## src/rtl/pin_mux_pkg.sv

```systemverilog
package pin_mux_pkg;
  localparam int ADDR_W = 5;
  localparam int BYTE_W = 8;
  // register byte offsets
  localparam logic [ADDR_W-1:0] OFS_LAT_HI = 5'h14;
  localparam logic [ADDR_W-1:0] OFS_LAT_LO = 5'h15;
  localparam logic [ADDR_W-1:0] OFS_OWNER  = 5'h16;
  localparam logic [ADDR_W-1:0] OFS_DIR    = 5'h17;
endpackage

```

## src/rtl/pmx_sync.sv

```systemverilog
module pmx_sync #(
  parameter int W = 11
) (
  input  logic         clk_i,
  input  logic         rst_ni,
  input  logic [W-1:0] d_i,
  output logic [W-1:0] q_o
);
  logic [W-1:0] s1_q, s2_q;
  logic [1:0]   warm_q;

  always_ff @(posedge clk_i or negedge rst_ni) begin
    if (!rst_ni) begin
      s1_q <= '0;
      s2_q <= '0;
    end else begin
      s1_q <= d_i;
      s2_q <= s1_q;
    end
  end

  // counts edges since reset so the delay check never looks before it
  always_ff @(posedge clk_i or negedge rst_ni) begin
    if (!rst_ni)               warm_q <= '0;
    else if (warm_q != 2'd2)   warm_q <= warm_q + 2'd1;
  end

  assign q_o = s2_q;

  AST_SYNC_TWO_STAGE: assert property (@(posedge clk_i) disable iff (!rst_ni)
    (warm_q == 2'd2) |-> (q_o == $past(d_i, 2)));
endmodule

```

## src/rtl/pmx_regs.sv

```systemverilog
module pmx_regs
  import pin_mux_pkg::*;
#(
  parameter int N_SPI  = 7,
  parameter int LAT_W  = 9,
  parameter int PORT_W = 11
) (
  input  logic              clk_i,
  input  logic              rst_ni,
  input  logic              we_i,
  input  logic [ADDR_W-1:0] addr_i,
  input  logic [BYTE_W-1:0] wdata_i,
  input  logic [PORT_W-1:0] pin_lvl_i,
  output logic [BYTE_W-1:0] rdata_o,
  output logic [LAT_W-1:0]  latch_o,
  output logic [N_SPI-1:0]  owner_o,
  output logic [N_SPI-1:0]  dir_o
);
  localparam int HI_LAT = LAT_W - BYTE_W;

  logic [LAT_W-1:0] latch_q;
  logic [N_SPI-1:0] owner_q, dir_q;
  logic wr_hi, wr_lo, wr_own, wr_dir;

  assign wr_hi  = we_i && (addr_i == OFS_LAT_HI);
  assign wr_lo  = we_i && (addr_i == OFS_LAT_LO);
  assign wr_own = we_i && (addr_i == OFS_OWNER);
  assign wr_dir = we_i && (addr_i == OFS_DIR);

  always_ff @(posedge clk_i or negedge rst_ni) begin
    if (!rst_ni) begin
      latch_q <= '0;
      owner_q <= '0;
      dir_q   <= '0;
    end else begin
      if (wr_lo)  latch_q[BYTE_W-1:0]     <= wdata_i;
      if (wr_hi)  latch_q[LAT_W-1:BYTE_W] <= wdata_i[HI_LAT-1:0];
      if (wr_own) owner_q                 <= wdata_i[N_SPI-1:0];
      if (wr_dir) dir_q                   <= wdata_i[N_SPI-1:0];
    end
  end

  // latch reads return synchronized pin levels, not the stored bits
  always_comb begin
    unique case (addr_i)
      OFS_LAT_HI: rdata_o = BYTE_W'(pin_lvl_i[PORT_W-1:BYTE_W]);
      OFS_LAT_LO: rdata_o = pin_lvl_i[BYTE_W-1:0];
      OFS_OWNER:  rdata_o = BYTE_W'(owner_q);
      OFS_DIR:    rdata_o = BYTE_W'(dir_q);
      default:    rdata_o = '0;
    endcase
  end

  assign latch_o = latch_q;
  assign owner_o = owner_q;
  assign dir_o   = dir_q;

  AST_OWNER_WRITE: assert property (@(posedge clk_i) disable iff (!rst_ni)
    wr_own |=> (owner_q == $past(wdata_i[N_SPI-1:0])));
  AST_DIR_WRITE: assert property (@(posedge clk_i) disable iff (!rst_ni)
    wr_dir |=> (dir_q == $past(wdata_i[N_SPI-1:0])));
  AST_LATCH_HOLD: assert property (@(posedge clk_i) disable iff (!rst_ni)
    !(wr_hi || wr_lo) |=> $stable(latch_q));
  AST_CFG_HOLD: assert property (@(posedge clk_i) disable iff (!rst_ni)
    !(wr_own || wr_dir) |=> ($stable(owner_q) && $stable(dir_q)));
endmodule

```

## src/rtl/pmx_spi_pin.sv

```systemverilog
module pmx_spi_pin (
  input  logic owner_i,
  input  logic dir_i,
  input  logic latch_i,
  input  logic eng_out_i,
  input  logic pad_i,
  output logic pad_o,
  output logic pad_oe_o,
  output logic eng_in_o
);
  assign pad_o    = owner_i ? eng_out_i : latch_i;
  assign pad_oe_o = dir_i;  // direction applies in both modes
  assign eng_in_o = owner_i & pad_i;
endmodule

```

## src/rtl/pmx_uart_ch.sv

```systemverilog
module pmx_uart_ch (
  input  logic tx_en_i,
  input  logic tx_data_i,
  input  logic tx_latch_i,
  output logic tx_pad_o,
  input  logic rx_en_i,
  input  logic rx_pad_i,
  output logic rx_data_o
);
  assign tx_pad_o  = tx_en_i ? tx_data_i : tx_latch_i;
  assign rx_data_o = rx_en_i ? rx_pad_i : 1'b1;  // idle line when disabled
endmodule

```

## src/rtl/serial_pin_mux.sv

```systemverilog
module serial_pin_mux
  import pin_mux_pkg::*;
#(
  parameter int N_SPI  = 7,
  parameter int N_UART = 2
) (
  input  logic              clk_i,
  input  logic              rst_ni,
  input  logic              reg_we_i,
  input  logic [ADDR_W-1:0] reg_addr_i,
  input  logic [BYTE_W-1:0] reg_wdata_i,
  output logic [BYTE_W-1:0] reg_rdata_o,
  input  logic              ext_clk_i,
  output logic              ext_clk_o,
  input  logic [N_SPI-1:0]  spi_pad_i,
  output logic [N_SPI-1:0]  spi_pad_o,
  output logic [N_SPI-1:0]  spi_pad_oe_o,
  input  logic [N_SPI-1:0]  spi_eng_out_i,
  output logic [N_SPI-1:0]  spi_eng_in_o,
  output logic [N_UART-1:0] tx_pad_o,
  input  logic [N_UART-1:0] rx_pad_i,
  input  logic [N_UART-1:0] uart_tx_en_i,
  input  logic [N_UART-1:0] uart_tx_data_i,
  input  logic [N_UART-1:0] uart_rx_en_i,
  output logic [N_UART-1:0] uart_rx_data_o
);
  localparam int LAT_W  = N_SPI + N_UART;
  localparam int PORT_W = N_SPI + 2 * N_UART;

  logic [LAT_W-1:0]  latch;
  logic [N_SPI-1:0]  owner, dir;
  logic [PORT_W-1:0] pin_lvl, pin_sync;

  pmx_regs #(.N_SPI(N_SPI), .LAT_W(LAT_W), .PORT_W(PORT_W)) u_regs (
    .clk_i     (clk_i),
    .rst_ni    (rst_ni),
    .we_i      (reg_we_i),
    .addr_i    (reg_addr_i),
    .wdata_i   (reg_wdata_i),
    .pin_lvl_i (pin_sync),
    .rdata_o   (reg_rdata_o),
    .latch_o   (latch),
    .owner_o   (owner),
    .dir_o     (dir)
  );

  for (genvar k = 0; k < N_SPI; k++) begin : g_spi
    pmx_spi_pin u_pin (
      .owner_i   (owner[k]),
      .dir_i     (dir[k]),
      .latch_i   (latch[k]),
      .eng_out_i (spi_eng_out_i[k]),
      .pad_i     (spi_pad_i[k]),
      .pad_o     (spi_pad_o[k]),
      .pad_oe_o  (spi_pad_oe_o[k]),
      .eng_in_o  (spi_eng_in_o[k])
    );

    AST_SPI_IN_GATED: assert property (@(posedge clk_i) disable iff (!rst_ni)
      !owner[k] |-> (spi_eng_in_o[k] == 1'b0));
  end

  for (genvar j = 0; j < N_UART; j++) begin : g_uart
    pmx_uart_ch u_ch (
      .tx_en_i    (uart_tx_en_i[j]),
      .tx_data_i  (uart_tx_data_i[j]),
      .tx_latch_i (latch[N_SPI+j]),
      .tx_pad_o   (tx_pad_o[j]),
      .rx_en_i    (uart_rx_en_i[j]),
      .rx_pad_i   (rx_pad_i[j]),
      .rx_data_o  (uart_rx_data_o[j])
    );

    AST_RX_IDLE_HIGH: assert property (@(posedge clk_i) disable iff (!rst_ni)
      !uart_rx_en_i[j] |-> uart_rx_data_o[j]);
  end

  // readback order: SPI pins, TX pins, RX pins
  assign pin_lvl = {rx_pad_i, tx_pad_o, spi_pad_i};

  pmx_sync #(.W(PORT_W)) u_sync (
    .clk_i  (clk_i),
    .rst_ni (rst_ni),
    .d_i    (pin_lvl),
    .q_o    (pin_sync)
  );

  assign ext_clk_o = ext_clk_i;
endmodule

```

## config.mk

```make
export PLATFORM = sky130hd
export DESIGN_NAME = serial_pin_mux
export DESIGN_NICKNAME = d
export VERILOG_FILES = /design/src/rtl/pin_mux_pkg.sv /design/src/rtl/pmx_sync.sv /design/src/rtl/pmx_regs.sv /design/src/rtl/pmx_spi_pin.sv /design/src/rtl/pmx_uart_ch.sv /design/src/rtl/serial_pin_mux.sv
export SDC_FILE = /design/constraint.sdc
export NUM_CORES = 1
export LEC_CHECK = 0
export ABC_CLOCK_PERIOD_IN_PS = 1400
export BUFFER_PORTS_ARGS = -buffer_cell sky130_fd_sc_hd__buf_2
export CORE_UTILIZATION = 49
export DETAILED_ROUTE_END_ITERATION = 16
export PLACE_DENSITY_LB_ADDON = 0.15
export SYNTH_ARGS = -nofsm -noshare
export SYNTH_HDL_FRONTEND = slang
export SYNTH_SLANG_ARGS = --single-unit
```

## constraint.sdc

```tcl
create_clock -name clk_i -period 1.4 [get_ports clk_i]
set_clock_uncertainty 0.1 [all_clocks]
set_input_delay 0 -clock clk_i [delete_from_list [all_inputs] [get_ports clk_i]]
set_output_delay 0 -clock clk_i [all_outputs]
set_load 0.05 [all_outputs]
```

==> flow_metrics.py, run 1 <==
metrics = {
    "status": {
        "outcome": "complete, but fails checks",
        "violations": "setup timing",
    },
    "placed_design": {
        "io_buffer_count": 70,
        "hpwl_um": 2900,
        "gp_congestion": 0.745,
        "preCtsSetupSlack_ns": 0.0942,
        "placed_area_um2": 2350,
    },
    "timing": {
        "fin_crit_ns": 1.54,
        "fin_crit_sh": 1.10,
        "worstMarginPinSlew_ns": 0.521,
        "hold_violations": 0,
        "maxSlewViolCount": 0,
        "setup_viol": 3,
        "grt_setup_unrepaired": "true",
        "relSlewSlack": 0.653,
        "setup_ws_ns": -0.137,
        "max_freq_mhz": 651,
        "fin_tns_setup_ns": -0.396,
    },
    "synthesis": {
        "synth_nets": 183,
        "synth_cell_types": 21,
        "seq_area_frac_synth": 0.538,
        "synthCells": 144,
        "ys_seq_elements": 45,
        "syn_area_per_cell_um2": 14.5,
        "syn_area_um2": 2090,
        "yosys_warnings": 0,
    },
    "layout": {
        "layout-area-overhead-vs-synth_pct": 39.2,
        "fin_util": 0.718,
        "finish.instance_area_um2": 2910,
        "drive_above_1_share": 0.651,
        "nNetsFinal": 273,
        "final_common_cell": "buf_2",
        "antennaDiodeCount": 0,
        "final_cell_mix": "buf_2 (58), dfrtp_1 (45), mux2_2 (28), dlygate4sd3_1 (23), buf_4 (18)",
    },
    "clock_network": {
        "cts.clk_slew.worst_paths_ns": 0.08,
        "cts_buffers": 5,
        "clock_tree.root_cell": "clkbuf_8",
        "cts_tree": "done",
        "clockBufferDepth": 2,
        "clk-insertion-delay-late_ns": 0.28,
        "htreeDepth": 2,
        "clock_sinks": 45,
    },
    "routing": {
        "post_drt_wl_per_cell_um": 14.9,
        "drt_iter0_drc": 40,
        "ant_nets": 0,
        "drt-vias-per-instance": 4.78,
        "via_count": 1361,
        "first_pass_iters": 4,
        "drc": 0,
        "wl_um": 4250,
    },
    "global_routing": {
        "track_usage": 0.205,
        "antenna_found_initial": 0,
        "grt_start_max_net_pins": 25,
        "grt_pass1_vias": 1399,
        "grt_pass1_wl_um": 6690,
        "grt.overflow.total": 0,
    },
    "floorplan": {
        "fp.dieH_um": 67.3,
        "dieArea_um2": 4530,
        "ioPinCount": 73,
        "initial_core_util": 0.516,
        "rows": 23,
        "dieWidth_um": 67.3,
        "fp.coreArea_um2": 4060,
    },
    "worst_hold_path": {
        "hp-class": "input port to register",
    },
    "setup_path": {
        "crit_family": "multiplexers",
        "cp.required_ns": 1.30,
        "cp-end-kind": "output port",
        "cp_slowest_stage_delay_ns": 0.47,
        "crit_type": "register to output port",
        "critical_path.slowest_cell": "mux4_2",
        "path_buf_inv": 1,
        "path_cells": "mux4_2, nor2b_4, buf_6",
        "cp-start-kind": "register",
        "crit_path_max_fanout": 2,
        "arrival_ns": 1.44,
    },
    "power": {
        "ir_worst_vdd_mv": 0.816,
        "p_total_mw": 3.67,
        "power.density_nw_per_um2": 1260,
        "p_leak_nw": 1.44,
    },
    "run": {
        "drv_cap": 0,
    },
}
## worst register-to-register path: stages, from the launching register on
cell and delay, ns:
dfrtp_1 0.39, buf_4 0.13, buf_4 0.12, mux2_2 0.25
## logic make-up after synthesis
family,synth area share
flops,0.538
mux,0.230
buf+inv,0.106
simple gates,0.111
compound gates,0.0144
## where the power goes
part           switching, mW  leakage, nW  internal, mW
combinational          0.754        0.848         0.577
clock                  0.424       0.0364         0.350
sequential            0.0922        0.553          1.47
## stage by stage
stage | hold slack (ns) | instances
after floorplan | -0.396 | 144
after global placement | -0.112 | 243
after detailed placement | -0.103 | 243
after CTS | 0.101 | 283
after global routing | 0.115 | 285
final | 0.109 | 285
## worst paths after layout
check                                       start                end  slack (ns)  depth (start not counted)
worst min-delay path                     reg_we_i  u_regs.latch_o[8]        0.11                          3
worst max register to register    u_regs.dir_o[4]    u_regs.dir_o[4]        0.31                          3
min in group asynchronous                  rst_ni    u_regs.dir_o[2]        0.12                          2
worst min register to register     u_sync.s1_q[3]      u_sync.q_o[3]        0.25                          0
worst max-delay path            u_regs.owner_o[1]     reg_rdata_o[1]       -0.14                          3
max in group asynchronous                  rst_ni     u_sync.s1_q[5]        0.58                          3
## metal layers
layer	track usage	routed length, um
met2	0.359	2250
met1	0.256	1790
met5	0	0
met3	0.0507	169
met4	0.0452	36
## cell usage after synthesis
master / number / area share
a22oi_1: 4 / 0.014
and2_1: 7 / 0.021
buf_2: 1 / 0.0024
buf_4: 26 / 0.093
buf_6: 2 / 0.011
dfrtp_1: 45 / 0.54
mux2_1: 2 / 0.011
mux2_2: 34 / 0.18
mux4_1: 2 / 0.025
mux4_2: 1 / 0.011
nand2_1: 1 / 0.0018
nand2b_1: 2 / 0.0060
nand3_2: 1 / 0.0048
nand3b_1: 1 / 0.0036
nand3b_4: 2 / 0.019
nor2_1: 5 / 0.0090
nor2_4: 1 / 0.0054
nor2_8: 1 / 0.0096
nor2b_1: 4 / 0.012
nor3_4: 1 / 0.0078
nor4b_4: 1 / 0.011
## layout make-up
class	count	area (um2)
Tap cell	50	62.6
Multi-Input combinational cell	70	813
Fill cell	303	1150
Clock buffer	5	68.8
Clock inverter	3	22.5
Timing Repair Buffer	112	818
Sequential cell	45	1130
## flip-flops by register name, indices dropped and copies added, names as in the netlist
register and flops:
u_regs.dir_o 7, u_regs.latch_o 9, u_regs.owner_o 7, u_sync.s1_q 11
u_sync.q_o 11
## timing repair
| action | 4_1_cts | 5_1_grt |
|---|---|---|
| setup endpoints to repair | 8 | 13 |
| setup buffers | 9 | 4 |
| pin swaps | 2 | 0 |
| gates resized for setup | 33 | 19 |
| hold buffers | 23 | 0 |
| cloned | 0 | 0 |
| hold endpoints to repair | 80 | 0 |
Power figures use the tool's default switching activity.
==> inputs of run 2 (changes only) <==
==> constraint.sdc (replaced) <==
create_clock -name clk_i -period 1.4 [get_ports clk_i]
set_clock_uncertainty 0.1 [all_clocks]
set_input_delay 0.21 -clock clk_i [delete_from_list [all_inputs] [get_ports clk_i]]
set_output_delay 0.21 -clock clk_i [all_outputs]
set_load 0.05 [all_outputs]
==> flow_metrics.py, run 2 (synthesized netlist as in run 1, its figures left out) <==
metrics = {
    "status": {
        "outcome": "complete, but fails checks",
        "violations": "setup timing",
    },
    "clock_network": {
        "clk-insertion-delay-late_ns": 0.29,
        "cts_buffers": 5,
        "htreeDepth": 2,
        "clock_sinks": 45,
        "clock_tree.root_cell": "clkbuf_8",
        "cts_tree": "done",
        "clockBufferDepth": 2,
        "cts.clk_slew.worst_paths_ns": 0.08,
    },
    "setup_path": {
        "arrival_ns": 1.46,
        "rrSetupSlack_ns": 0.36,
        "path_cells": "mux4_2, nor2b_4, buf_6",
        "cp_slowest_stage_delay_ns": 0.49,
        "crit_path_max_fanout": 2,
        "critical_path.slowest_cell": "mux4_2",
        "crit_type": "register to output port",
        "cp-end-kind": "output port",
        "cp-start-kind": "register",
        "r2r_cells": 2,
        "cp.required_ns": 1.09,
    },
    "power": {
        "pwr-share-seq": 0.398,
        "power.density_nw_per_um2": 1300,
        "ir_worst_vdd_mv": 0.970,
        "p_switching_mw": 1.30,
        "p_leak_nw": 1.49,
        "power_frac_comb": 0.383,
        "intPower_mw": 2.64,
        "power_frac_clock": 0.218,
        "switching_share": 0.330,
    },
    "layout": {
        "final_cell_mix": "buf_2 (44), dfrtp_1 (44), mux2_2 (25), buf_6 (25), buf_4 (18)",
        "layout-area-overhead-vs-synth_pct": 45.0,
        "finish.instance_area_um2": 3030,
        "antennaDiodeCount": 0,
        "nNetsFinal": 268,
        "drive_above_1_share": 0.730,
    },
    "timing": {
        "maxSlewViolCount": 0,
        "setup_ws_ns": -0.370,
        "fin_crit_sh": 1.26,
        "worstMarginPinSlew_ns": 0.268,
        "grt_setup_unrepaired": "true",
        "fin_crit_ns": 1.77,
        "relSlewSlack": 0.821,
        "setup_viol": 21,
        "whs_ns": 0.0420,
        "max_freq_mhz": 565,
        "hold_violations": 0,
    },
    "worst_hold_path": {
        "holdPathStages": 2,
        "hp-class": "input port to register",
    },
    "routing": {
        "via_count": 1380,
        "drc": 0,
        "drt-vias-per-instance": 4.93,
        "first_pass_iters": 4,
        "ant_nets": 0,
        "wl_um": 4360,
        "post_drt_wl_per_cell_um": 15.6,
        "drt_iter0_drc": 24,
    },
    "floorplan": {
        "dieArea_um2": 4530,
        "dieWidth_um": 67.3,
        "initial_core_util": 0.516,
        "fp.coreArea_um2": 4060,
        "ioPinCount": 73,
        "fp.dieH_um": 67.3,
        "rows": 23,
    },
    "placed_design": {
        "hpwl_um": 2970,
        "placed_area_um2": 2480,
        "gp_congestion": 0.709,
        "preCtsSetupSlack_ns": -0.193,
        "io_buffer_count": 70,
    },
    "global_routing": {
        "track_usage": 0.205,
        "grt_pass1_vias": 1403,
        "grt_pass1_wl_um": 6520,
        "grt_start_max_net_pins": 46,
        "grt.overflow.total": 0,
        "antenna_found_initial": 0,
    },
    "run": {
        "drv_cap": 0,
    },
}
==> run 2: cell types whose count changed in the layout (fill, tap and decap cells not counted), moves of 3 or more <==
cell,change
mux2_2,-3
and2_4,+6
mux2_4,+3
and2_1,-6
clkinvlp_4,-3
buf_2,-14
dlygate4sd3_1,-13
buf_8,+6
buf_6,+15
==> run 2: worst paths after layout <==
path | endpoint | startpoint
hold / removal | u_regs.latch_o[7] | reg_wdata_i[7]
setup reg to reg | u_regs.owner_o[5] | u_regs.owner_o[5]
hold reg to reg | u_sync.q_o[4] | u_sync.s1_q[4]
setup / recovery | reg_rdata_o[0] | u_regs.dir_o[0]
min in group asynchronous | u_sync.q_o[0] | rst_ni
max in group asynchronous | u_regs.owner_o[5] | rst_ni
==> run 2: per-stage QoR <==
stage	setup TNS [ns]	std cells	utilization	total power [mW]
5_1_grt	-3.93	280	0.747	4.11
6_report	-3.06	280	0.747	3.94
3_5_place_dp	-3.88	254	0.611	2.73
4_1_cts	-3.20	280	0.735	3.91
2_1_floorplan	-0.426	144	-	2.55
3_3_place_gp	-3.46	254	0.611	2.70
==> run 2: what timing repair did <==
| action | in CTS | in global routing |
|---|---|---|
| gates resized for setup | 76 | 16 |
| cloned | 0 | 0 |
| setup endpoints to repair | 22 | 26 |
| hold buffers | 10 | 0 |
| setup buffers | 9 | 4 |
| endpoints found under the hold margin | 54 | 0 |
| pin swaps | 2 | 5 |
==> run 2: worst max-delay path: cells and delay by family (launching register included) <==
family,cells,cell delay (ns)
muxes,1,0.49
DFF,1,0.39
and+or+nand+nor,1,0.14
buffers and inverters,1,0.14
==> run 2: power by group through the flow <==
| stage | logic, mW | registers (mW) | clock network, mW |
|---|---|---|---|
| finish | 1.51 | 1.57 | 0.860 |
| global route | 1.59 | 1.58 | 0.941 |
| CTS | 1.46 | 1.56 | 0.890 |
| detailed placement | 1.14 | 1.59 | 0 |
| global placement | 1.11 | 1.58 | 0 |
| floorplan | 0.981 | 1.57 | 0 |
==> run 2: cell type report <==
class | instances | area [um2]
Clock buffer | 7 | 96.3
Multi-Input combinational cell | 70 | 845
Fill cell | 268 | 1020
Sequential cell | 45 | 1130
Clock inverter | 1 | 5.00
Tap cell | 50 | 62.6
Timing Repair Buffer | 107 | 897
==> run 2: layer usage <==
layer,part of all wire,GRT usage
met5,0,0
met4,0.019,0.104
met3,0.046,0.0439
met2,0.52,0.364
met1,0.41,0.231
==> inputs of run 3 (changes only) <==
CTS_BUF_LIST = sky130_fd_sc_hd__clkbuf_16   (was unset)
==> flow_metrics.py, run 3 (synthesized netlist as in run 1, its figures left out) <==
metrics = {
    "status": {
        "outcome": "complete, but fails checks",
        "violations": "setup timing",
    },
    "floorplan": {
        "fp.dieH_um": 67.3,
        "rows": 23,
        "dieArea_um2": 4530,
        "fp.coreArea_um2": 4060,
        "dieWidth_um": 67.3,
        "initial_core_util": 0.516,
        "ioPinCount": 73,
    },
    "timing": {
        "hold_violations": 0,
        "worstMarginPinSlew_ns": 0.262,
        "relSlewSlack": 0.825,
        "setup_ws_ns": -0.341,
        "max_freq_mhz": 574,
        "setup_viol": 22,
        "fin_crit_ns": 1.74,
        "grt_setup_unrepaired": "true",
        "fin_crit_sh": 1.24,
        "maxSlewViolCount": 0,
    },
    "clock_network": {
        "cts_buffers": 5,
        "clk-insertion-delay-late_ns": 0.28,
        "clock_tree.root_cell": "clkbuf_16",
        "htreeDepth": 2,
        "clockBufferDepth": 2,
        "cts_tree": "done",
        "clock_sinks": 45,
        "cts.clk_slew.worst_paths_ns": 0.06,
    },
    "routing": {
        "via_count": 1388,
        "post_drt_wl_per_cell_um": 15.7,
        "ant_nets": 0,
        "maxUsedRoutingLayer": "met4",
        "wl_met2_um": 2400,
        "wl_um": 4470,
        "wl_met1_um": 1790,
        "drt_iter0_drc": 42,
        "drc": 0,
        "met3WireLength_um": 202,
        "first_pass_iters": 4,
        "drt-vias-per-instance": 4.89,
    },
    "worst_hold_path": {
        "min_from": "reg_wdata_i[7]",
        "holdPathStages": 2,
        "hp-class": "input port to register",
        "hold_end": "u_regs.latch_o[7]",
    },
    "setup_path": {
        "cp-end-kind": "output port",
        "r2r_cells": 4,
        "crit_type": "register to output port",
        "r2r_start": "u_regs.dir_o[1]",
        "rrSetupSlack_ns": 0.18,
        "reg2reg_to": "u_regs.dir_o[1]",
        "cp.required_ns": 1.09,
        "cp-start-kind": "register",
        "arrival_ns": 1.43,
        "crit_path_max_fanout": 2,
    },
    "global_routing": {
        "grt_start_max_net_pins": 46,
        "grt_pass1_wl_um": 6590,
        "antenna_found_initial": 0,
        "track_usage": 0.211,
        "grt_pass1_vias": 1387,
        "grt.overflow.total": 0,
    },
    "layout": {
        "finish.instance_area_um2": 3080,
        "antennaDiodeCount": 0,
        "layout-area-overhead-vs-synth_pct": 47.4,
        "drive_above_1_share": 0.726,
        "nNetsFinal": 272,
        "fillers": 261,
        "final_cell_mix": "buf_2 (44), dfrtp_1 (44), buf_6 (29), mux2_2 (25), buf_4 (22)",
        "fin_util": 0.760,
    },
    "placed_design": {
        "hpwl_um": 2970,
        "placed_area_um2": 2480,
        "io_buffer_count": 70,
        "gp_congestion": 0.709,
    },
    "power": {
        "power.density_nw_per_um2": 1360,
        "p_leak_nw": 1.52,
        "ir_worst_vdd_mv": 1.04,
    },
    "run": {
        "drv_cap": 0,
    },
}
run 3: report_power, final:
| part | total (mW) | internal, mW | switching [mW] |
|---|---|---|---|
| Clock | 1.11 | 0.645 | 0.468 |
| Combinational | 1.52 | 0.729 | 0.793 |
| Sequential | 1.57 | 1.47 | 0.0996 |
| Total | 4.21 | 2.85 | 1.36 |
run 3: per-stage QoR:
step	setup TNS (ns)	setup slack [ns]	total power [mW]	cells	hold WS (ns)
detailed placement	-3.88	-0.193	2.73	254	0.104
global placement	-3.46	-0.156	2.70	254	0.103
floorplan	-0.426	-0.148	2.55	144	-0.186
global route	-3.46	-0.367	4.36	284	0.0705
CTS	-2.76	-0.355	4.14	280	0.0530
finish	-2.81	-0.341	4.21	284	0.0559
run 3: worst max path at each step:
| stage | start | endpoint | slack (ns) |
|---|---|---|---|
| 6_report | u_regs.owner_o[1] | reg_rdata_o[1] | -0.34 |
| 5_1_grt | u_regs.dir_o[0] | reg_rdata_o[0] | -0.37 |
| 4_1_cts | u_regs.dir_o[0] | reg_rdata_o[0] | -0.35 |
| 3_5_place_dp | reg_addr_i[0] | reg_rdata_o[0] | -0.19 |
| 3_3_place_gp | reg_addr_i[0] | reg_rdata_o[1] | -0.16 |
| 2_1_floorplan | reg_addr_i[1] | reg_rdata_o[4] | -0.15 |
run 3: critical path, cell delays in order (launching register included):
cell and delay [ns]:
dfrtp_1 0.40, mux4_2 0.47, nor2b_4 0.14, buf_6 0.14
run 3: what timing repair did:
| action | CTS | global route |
|---|---|---|
| hold buffers | 10 | 0 |
| buffers inserted | 9 | 5 |
| resized for setup | 73 | 15 |
| pin swaps | 2 | 1 |
| hold endpoints to repair | 54 | 0 |
| setup endpoints to repair | 21 | 25 |
run 3: metal layers:
layer / up-vias / global-route usage
met3: 8 / 0.0574
met1: 687 / 0.233
li1: 646 / -
met5: - / 0
met4: 0 / 0.0878
met2: 47 / 0.378
run 3: cell type report:
type	count	area, um2	area share
multi-input combinational	70	845	0.274
tap	50	62.6	0.0203
clock inverter	3	12.5	0.00406
sequential	45	1130	0.366
clock buffer	5	125	0.0406
timing repair buffer	111	912	0.296
